$ cat src/rtl/intvec_pkg.sv
package intvec_pkg;

  typedef enum logic [1:0] {
    SEL_NONE = 2'd0,
    SEL_RST  = 2'd1,
    SEL_SWI  = 2'd2,
    SEL_MASK = 2'd3
  } selKind_e;

  typedef struct packed {
    logic     load;
    selKind_e kind;
  } ctlStrb_t;

  localparam int CODE_RST   = 0;
  localparam int CODE_SWI   = 1;
  localparam int FIRST_MASK = 2;

endpackage

$ cat src/rtl/intvec_ctrl.sv
module intvec_ctrl
  import intvec_pkg::*;
(
  input  logic     clk,
  input  logic     rstN,
  input  logic     resetReq,
  input  logic     swiStrobe,
  input  logic     iMask,
  input  logic     instBoundary,
  input  logic     anyMaskReq,
  input  logic     fetchAck,
  output ctlStrb_t strb,
  output logic     takePulse,
  output logic     busy
);

  logic busyQ;

  always_comb begin
    strb = '{load: 1'b0, kind: SEL_NONE};
    if (resetReq) begin
      strb = '{load: 1'b1, kind: SEL_RST};
    end else if (!busyQ) begin
      if (swiStrobe) begin
        strb = '{load: 1'b1, kind: SEL_SWI};
      end else if (instBoundary && !iMask && anyMaskReq) begin
        strb = '{load: 1'b1, kind: SEL_MASK};
      end
    end
  end

  always_ff @(posedge clk or negedge rstN) begin
    if (!rstN) begin
      takePulse <= 1'b0;
      busyQ     <= 1'b0;
    end else begin
      takePulse <= strb.load;
      if (strb.load)     busyQ <= 1'b1;
      else if (fetchAck) busyQ <= 1'b0;
    end
  end

  assign busy = busyQ;

  // without a fresh reset the pulse ends after one cycle
  p_one_pulse_r8: assert property (@(posedge clk) disable iff (!rstN)
    (takePulse && !resetReq) |=> !takePulse);

  // software strobe is taken whenever idle and no reset
  p_swi_take_r3: assert property (@(posedge clk) disable iff (!rstN)
    (swiStrobe && !resetReq && !busyQ) |=> takePulse);

endmodule

$ cat src/rtl/intvec_dp.sv
module intvec_dp
  import intvec_pkg::*;
#(
  parameter int                ADDR_W  = 16,
  parameter int                CODE_W  = 3,
  parameter int                PORT_N  = 4,
  parameter int                ANA_N   = 2,
  parameter logic [ADDR_W-1:0] VEC_TOP = 16'h1FFE
) (
  input  logic              clk,
  input  logic              rstN,
  input  ctlStrb_t          strb,
  input  logic              irqPin,
  input  logic              irqPinEn,
  input  logic [PORT_N-1:0] portPins,
  input  logic              portIrqEn,
  input  logic              ctOvfFlag,
  input  logic              ctOvfEn,
  input  logic              periodicFlag,
  input  logic              periodicEn,
  input  logic              capFlag,
  input  logic              capEn,
  input  logic              matchFlag,
  input  logic              matchEn,
  input  logic              ptOvfFlag,
  input  logic              ptOvfEn,
  input  logic              serFlag,
  input  logic              serEn,
  input  logic [ANA_N-1:0]  anaFlag,
  input  logic              anaEn,
  output logic              anyMaskReq,
  output logic [ADDR_W-1:0] vectorAddr,
  output logic [CODE_W-1:0] srcCode
);

  localparam int NUM_GROUPS = 5;

  logic [NUM_GROUPS-1:0] groupReq;
  logic [CODE_W-1:0]     winCode;
  logic [CODE_W-1:0]     selCode;

  // bit 0 is the highest priority group
  assign groupReq[0] = (irqPin & irqPinEn) | ((|portPins) & portIrqEn);
  assign groupReq[1] = (ctOvfFlag & ctOvfEn) | (periodicFlag & periodicEn);
  assign groupReq[2] = (capFlag & capEn) | (matchFlag & matchEn) | (ptOvfFlag & ptOvfEn);
  assign groupReq[3] = serFlag & serEn;
  assign groupReq[4] = (|anaFlag) & anaEn;

  assign anyMaskReq = |groupReq;

  always_comb begin
    winCode = CODE_W'(FIRST_MASK);
    for (int g = NUM_GROUPS - 1; g >= 0; g--) begin
      if (groupReq[g]) winCode = CODE_W'(FIRST_MASK + g);
    end
  end

  always_comb begin
    case (strb.kind)
      SEL_RST: selCode = CODE_W'(CODE_RST);
      SEL_SWI: selCode = CODE_W'(CODE_SWI);
      default: selCode = winCode;
    endcase
  end

  always_ff @(posedge clk or negedge rstN) begin
    if (!rstN) begin
      vectorAddr <= '0;
      srcCode    <= '0;
    end else if (strb.load) begin
      srcCode    <= selCode;
      vectorAddr <= VEC_TOP - (ADDR_W'(selCode) << 1);
    end
  end

  // a maskable load never selects a group that is not pending
  p_win_pending_r7: assert property (@(posedge clk) disable iff (!rstN)
    (strb.load && strb.kind == SEL_MASK) |-> groupReq[winCode - CODE_W'(FIRST_MASK)]);

endmodule

$ cat src/rtl/intvec_top.sv
module intvec_top
  import intvec_pkg::*;
(
  input  logic        clk,
  input  logic        rstN,
  input  logic        resetReq,
  input  logic        swiStrobe,
  input  logic        iMask,
  input  logic        instBoundary,
  input  logic        fetchAck,
  input  logic        irqPin,
  input  logic        irqPinEn,
  input  logic [3:0]  portPins,
  input  logic        portIrqEn,
  input  logic        ctOvfFlag,
  input  logic        ctOvfEn,
  input  logic        periodicFlag,
  input  logic        periodicEn,
  input  logic        capFlag,
  input  logic        capEn,
  input  logic        matchFlag,
  input  logic        matchEn,
  input  logic        ptOvfFlag,
  input  logic        ptOvfEn,
  input  logic        serFlag,
  input  logic        serEn,
  input  logic [1:0]  anaFlag,
  input  logic        anaEn,
  output logic        takePulse,
  output logic [15:0] vectorAddr,
  output logic [2:0]  srcCode
);

  localparam int          ADDR_W  = 16;
  localparam int          CODE_W  = 3;
  localparam logic [15:0] VEC_TOP = 16'h1FFE;

  ctlStrb_t strb;
  logic     anyMaskReq;
  logic     busy;

  intvec_ctrl u_ctrl (
    .clk(clk), .rstN(rstN), .resetReq(resetReq), .swiStrobe(swiStrobe),
    .iMask(iMask), .instBoundary(instBoundary), .anyMaskReq(anyMaskReq),
    .fetchAck(fetchAck), .strb(strb), .takePulse(takePulse), .busy(busy)
  );

  intvec_dp #(
    .ADDR_W(ADDR_W), .CODE_W(CODE_W), .PORT_N(4), .ANA_N(2), .VEC_TOP(VEC_TOP)
  ) u_dp (
    .clk(clk), .rstN(rstN), .strb(strb),
    .irqPin(irqPin), .irqPinEn(irqPinEn), .portPins(portPins), .portIrqEn(portIrqEn),
    .ctOvfFlag(ctOvfFlag), .ctOvfEn(ctOvfEn), .periodicFlag(periodicFlag),
    .periodicEn(periodicEn), .capFlag(capFlag), .capEn(capEn),
    .matchFlag(matchFlag), .matchEn(matchEn), .ptOvfFlag(ptOvfFlag), .ptOvfEn(ptOvfEn),
    .serFlag(serFlag), .serEn(serEn), .anaFlag(anaFlag), .anaEn(anaEn),
    .anyMaskReq(anyMaskReq), .vectorAddr(vectorAddr), .srcCode(srcCode)
  );

  // reset request always lands on the reset vector
  p_reset_take_r2: assert property (@(posedge clk) disable iff (!rstN)
    resetReq |=> (takePulse && srcCode == 3'd0 && vectorAddr == VEC_TOP));

  // maskable takes need a boundary edge with the mask clear
  p_mask_gate_r5: assert property (@(posedge clk) disable iff (!rstN)
    (takePulse && srcCode >= 3'd2) |-> $past(!iMask && instBoundary));

  // vector and code agree at every take
  p_vec_enc_r7: assert property (@(posedge clk) disable iff (!rstN)
    takePulse |-> (vectorAddr == VEC_TOP - (ADDR_W'(srcCode) << 1)));

  // while a vector is outstanding only reset may replace it
  p_hold_r9: assert property (@(posedge clk) disable iff (!rstN)
    (busy && !resetReq) |=> ($stable(vectorAddr) && $stable(srcCode) && !takePulse));

endmodule

$ cat config.mk
export PLATFORM = sky130hd
export DESIGN_NAME = intvec_top
export DESIGN_NICKNAME = d
export VERILOG_FILES = /design/src/rtl/intvec_pkg.sv /design/src/rtl/intvec_ctrl.sv /design/src/rtl/intvec_dp.sv /design/src/rtl/intvec_top.sv
export SDC_FILE = /design/constraint.sdc
export NUM_CORES = 1
export LEC_CHECK = 0
export ABC_AREA = 1
export BUFFER_PORTS_ARGS = -buffer_cell sky130_fd_sc_hd__buf_2
export CORE_UTILIZATION = 35
export DETAILED_ROUTE_END_ITERATION = 7
export PLACE_DENSITY = 0.75
export SYNTH_ARGS = -nofsm -noshare
export SYNTH_HDL_FRONTEND = slang
export SYNTH_SLANG_ARGS = --single-unit
export TNS_END_PERCENT = 10
$ cat constraint.sdc
create_clock -name clk -period 4.5 [get_ports clk]
set_input_delay 1.125 -clock clk [delete_from_list [all_inputs] [get_ports clk]]
set_output_delay 1.125 -clock clk [all_outputs]
set_load 0.1 [all_outputs]
==> flow_summary.json, run 1 <==
{
  "die_x_um": 45.5,
  "clk_pin_slew_worst_paths_ps": 50,
  "whs_ps": 502,
  "vias": 659,
  "ys_async_sr_fraction": 1.00,
  "io_buffers": 44,
  "power_density_nw_per_um2": 328,
  "dieHeight_um": 45.5,
  "nets": 162,
  "synth_edf_count": 0,
  "cts_setup_buffers": 0,
  "gp_congestion": 0.795,
  "hold_buffers": 0,
  "avgRoutedWirePerCell_um": 8.16,
  "period_share": 0.561,
  "hold_path_class": "flip-flop to flip-flop",
  "overflow": 0,
  "cts_tree": "yes",
  "cp-start-kind": "primary input",
  "p_leak_nw": 0.518,
  "finalCriticalPeriod_ps": 2530,
  "cts_max_level": 1,
  "grt_usage": 0.147,
  "routed_via_density": 4.25,
  "hold_viol": 0,
  "synthesis.area_um2": 663,
  "antenna_left": 0,
  "start_util": 0.380,
  "synthDistinctLibCells": 18,
  "cts.path.max_buffers": 2,
  "cts_buffers": 3,
  "drive_gt1_frac": 0.431,
  "reg2reg_setup_slack_ps": 2920,
  "synth_top_area_frac": 0.340,
  "rows": 15,
  "pin_count": 49,
  "arrival_ps": 2670,
  "crit_type": "primary input to flip-flop",
  "worstPathMaxFanout": 10,
  "yosys.area.top_type": "dfrtp_1",
  "core_um2": 1750,
  "grt_pass1_wl_mm": 2.22,
  "drtIter0Drc": 16,
  "setup_viol": 0,
  "status": "finished, final reports clean",
  "cts-root-buf": "clkbuf_4",
  "dr.pass1.iters": 4,
  "synthToLayoutAreaGrowth_pct": 30.0,
  "grt_pass1_vias": 605,
  "max_freq_mhz": 396,
  "grt_max_degree": 11,
  "required_ps": 4640,
  "diodes": 0,
  "clock_skew_ps": 0.496,
  "synth_warnings": 0,
  "drt_wl_total_mm": 1.27,
  "dieArea_um2": 2070,
  "synth_cells": 91,
  "ys_top_cells_by_count": "24 x nand2_1, 12 x buf_4, 11 x inv_1",
  "drv_slew": 0,
  "rsz0062_at_grt": "false",
  "peakVddDrop_mv": 0.189,
  "timing.setup.tns_ps": 0,
  "insertion_delay_ps": 250,
  "yosysMostFrequentCell": "nand2_1",
  "ys_seq_area_frac": 0.340,
  "cts_sinks": 9,
  "cp-end-kind": "flip-flop",
  "drc": 0,
  "yosys_register_bits": 9,
  "synth_flop_cell": "dfrtp_1",
  "antenna_found_initial": 0,
  "post_cts_resized": 0,
  "dp_hpwl_mm": 1.06,
  "synthTopCellsByArea": "dfrtp_1 34%, buf_4 14%, nand2_1 14%",
  "syn_avg_cell_area_um2": 7.29,
  "fillCellCount": 179,
  "drv_cap": 0
}
[per-layer routing]
metal  part of all wire  vias up  global-route usage  wire (um)
met3              0.094        0              0.0635        119
li1                   -      344                   -          -
met2               0.48       31               0.246        612
met1               0.42      284               0.170        533
met5                  0        -                   0          0
met4                  0        0              0.0424          0
[worst max-delay path: stages]
cell and delay (ps):
buf_2 90, nand2_1 80, inv_1 70, nor2_2 110, nand2_2 70, o21ai_2 160, nand2_2 80, nand2_4 120
nor2_1 80, ha_1 340, inv_1 60, nor2_1 100, nand2_1 70, nand2_1 70, nand2_1 40
[path summary, 6_finish.rpt]
path,startpoint,endpoint,depth (start not counted)
setup / recovery,serFlag,u_dp.vectorAddr[3],15
hold / removal,u_dp.srcCode[1],u_dp.srcCode[1],2
setup reg to reg,u_ctrl.busy,u_dp.vectorAddr[3],10
hold reg to reg,u_dp.srcCode[1],u_dp.srcCode[1],2
max in group asynchronous,rstN,u_ctrl.takePulse,1
min in group asynchronous,rstN,u_ctrl.busy,1
[flip-flops by register name, summed over array words and instances (netlist names)]
name	cells
u_dp.vectorAddr	4
u_ctrl.takePulse	1
u_ctrl.busy	1
u_dp.srcCode	3
[power breakdown]
part | internal, mW | switching [mW] | leakage, nW
clock | 0.0339 | 0.0247 | 0.0150
combinational | 0.0264 | 0.104 | 0.400
sequential | 0.0896 | 0.00384 | 0.103
total | 0.150 | 0.133 | 0.518
[cells in the final DEF (no fill, tap or decap)]
cell	count
o21ai_2	1
dfrtp_1	9
nand2_4	2
nor2_1	8
nand3_2	2
clkinv_1	1
nand2_2	3
ha_1	2
nand3_1	7
buf_2	44
clkbuf_4	3
conb_1	4
inv_1	11
o21a_1	1
nand3b_1	1
o21ai_0	4
clkbuf_1	1
nand2_1	24
o211ai_1	1
nor2_2	1
[area by class of cell]
type / instances / area (um2) / share of cell area
inverters: 12 / 45.0 / 0.0522
repair buffers: 44 / 220 / 0.255
well taps: 25 / 31.3 / 0.0363
multi-input cells: 61 / 314 / 0.364
clock buffers: 4 / 26.3 / 0.0305
flip-flops and latches: 9 / 225 / 0.261
[logic make-up (layout without fill, tap and decap cells)]
logic type | count (synthesis) | count (layout) | share of synthesized area
AO/OA/AOI/OAI | 7 | 7 | 0.0660
other | 1 | 4 | 0.00565
flip-flops | 9 | 9 | 0.340
adder cells (fa/ha/maj) | 2 | 2 | 0.0377
buffers and inverters | 24 | 60 | 0.204
AND/OR/NAND/NOR | 48 | 48 | 0.347
[stage by stage]
stage	util	area, um2	setup slack, ps	total power [mW]	instances
final	0.494	862	1970	0.283	155
after global routing	0.494	862	1760	0.300	155
after CTS	0.494	862	2000	0.287	155
after detailed placement	0.479	836	1720	0.226	151
after global placement	0.479	836	1800	0.224	151
after floorplan	-	674	1930	0.201	94
Note: power is estimated with default switching activity, not from simulation.
==> run 2: changes to the inputs <==
==> constraint.sdc (replaced) <==
create_clock -name clk -period 2.6 [get_ports clk]
set_input_delay 0.65 -clock clk [delete_from_list [all_inputs] [get_ports clk]]
set_output_delay 0.65 -clock clk [all_outputs]
set_load 0.1 [all_outputs]
==> run 2 against run 1 <==
Effect of this change:
- sequential power is 73% higher
- hold slack got worse by 270 ps
- utilization unchanged
- setup slack got worse by 1400 ps
- register-to-register slack lost 1900 ps
- clock power rose by 77%
- die area unchanged
- clock skew grew 0.60 ps
- sequential share of layout area unchanged
- critical endpoint unchanged
- largest cell class unchanged
- largest power group unchanged
==> flow_summary.json, run 2 (synthesis results as in run 1) <==
{
  "status": "finished, final reports clean",
  "rows": 15,
  "crit_slowest_cell": "ha_1",
  "drive_gt1_frac": 0.431,
  "required_ps": 2740,
  "power_density_nw_per_um2": 570,
  "critPathLaunch": "serFlag",
  "cts.path.max_buffers": 2,
  "setup_viol": 0,
  "routed_via_density": 4.25,
  "crit_chain": "buf_2 -> nand2_1 -> inv_1 -> nor2_2 -> nand2_2 -> o21ai_2 -> nand2_2 -> nand2_4 -> nor2_1 -> ha_1 -> inv_1 -> nor2_1 -> nand2_1 -> nand2_1 -> nand2_1",
  "max_freq_mhz": 494,
  "largest_reg_flops": 4,
  "avgRoutedWirePerCell_um": 8.25,
  "intPower_uw": 260,
  "r2r_start": "u_ctrl.busy",
  "antenna_left": 0,
  "peakVddDrop_mv": 0.460,
  "final_common_cell": "buf_2",
  "drt_wl_total_mm": 1.28,
  "drv_slew": 0,
  "grt_pass1_vias": 603,
  "drc": 0,
  "antenna_found_initial": 0,
  "p_leak_nw": 0.518,
  "rsz0062_at_grt": "false",
  "dieArea_um2": 2070,
  "dr.pass1.iters": 4,
  "hold_buffers": 0,
  "cp-end-kind": "flip-flop",
  "timing.setup.tns_ps": 0,
  "cts_max_level": 1,
  "grt_pass1_wl_mm": 2.28,
  "clock_skew_ps": 1.09,
  "power_frac_clock": 0.212,
  "layout_common_cells": "44 x buf_2, 24 x nand2_1, 11 x inv_1, 9 x dfrtp_1, 8 x nor2_1",
  "finalCriticalPeriod_ps": 2030,
  "comb_power_share": 0.458,
  "place_inst": 151,
  "seqPwrFrac": 0.329,
  "crit_type": "primary input to flip-flop",
  "core_um2": 1750,
  "diodes": 0,
  "hold_path_class": "primary input to asynchronous set/reset pin",
  "cts_sinks": 9,
  "period_share": 0.779,
  "vias": 659,
  "drv_cap": 0,
  "cts_buffers": 3,
  "dieHeight_um": 45.5,
  "io_buffers": 44,
  "finalNonFillerCells": 155,
  "gp_congestion": 0.756,
  "cts-root-buf": "clkbuf_4",
  "worstPathMaxFanout": 10,
  "overflow": 0,
  "pin_count": 49,
  "dp_hpwl_mm": 1.08,
  "nets": 162,
  "regMostFlops": "u_dp.vectorAddr",
  "post_cts_resized": 0,
  "grt_max_degree": 11,
  "fillCellCount": 182,
  "switching_power_uw": 231,
  "swShare": 0.471,
  "cts_setup_buffers": 0,
  "clk_pin_slew_worst_paths_ps": 60,
  "crit_path_frequent_cell": "nand2_1",
  "hold_viol": 0,
  "start_util": 0.380,
  "arrival_ps": 2170,
  "cts_tree": "yes",
  "die_x_um": 45.5,
  "insertion_delay_ps": 250,
  "cp-start-kind": "primary input",
  "synthToLayoutAreaGrowth_pct": 30.0,
  "grt_usage": 0.152,
  "top_regs": "u_dp.vectorAddr: 4 flops, u_dp.srcCode: 3 flops",
  "crit_path_max_incr_delay_ps": 330,
  "drtIter0Drc": 7
}
-- run 2: cell counts in the layout (fill, tap and decap cells not counted) --
No cell type changed its count.
-- run 2: per-layer routing --
metal,up-vias,GRT usage,wire length [um]
met1,290,0.160,552
met3,0,0.0873,112
met4,0,0,0
li1,343,-,-
met5,-,0,0
met2,26,0.274,614
-- run 2: path summary, 6_finish.rpt --
check	to	slack [ps]	depth (start not counted)
min reg2reg	u_dp.vectorAddr[3]	510	2
min	u_ctrl.busy	230	1
max reg2reg	u_dp.vectorAddr[3]	1020	10
min in group clk	u_dp.vectorAddr[3]	510	2
max in group asynchronous	u_dp.vectorAddr[2]	2190	1
max	u_dp.vectorAddr[3]	570	15
-- run 2: power by group through the flow --
stage,clock network (mW),logic (mW),registers (mW)
final,0.104,0.225,0.162
after global routing,0.114,0.241,0.164
after CTS,0.107,0.226,0.162
after detailed placement,0,0.225,0.165
after global placement,0,0.223,0.164
after floorplan,0,0.0808,0.266
-- run 2: per-stage QoR --
step	power (mW)	utilization	hold WS, ps	cell area [um2]	setup WS (ps)
after floorplan	0.347	-	354	674	500
after global placement	0.388	0.479	496	836	350
after detailed placement	0.390	0.479	498	836	296
after CTS	0.496	0.494	234	862	567
after global routing	0.518	0.494	247	862	388
final	0.491	0.494	232	862	574
-- run 2: worst max-delay path: cells and delay by family --
| kind | cells | cell delay [ps] |
|---|---|---|
| AOI/OAI and AO/OA | 1 | 160 |
| adders and majority gates | 1 | 330 |
| buffers and inverters | 3 | 210 |
| and+or+nand+nor | 10 | 830 |
-- run 2: cell type report --
type / instances / area [um2] / share of cell area
inverter: 12 / 45.0 / 0.0522
multi-input combinational: 61 / 314 / 0.364
tap: 25 / 31.3 / 0.0363
clock buffer: 4 / 26.3 / 0.0305
sequential: 9 / 225 / 0.261
timing repair buffer: 44 / 220 / 0.255
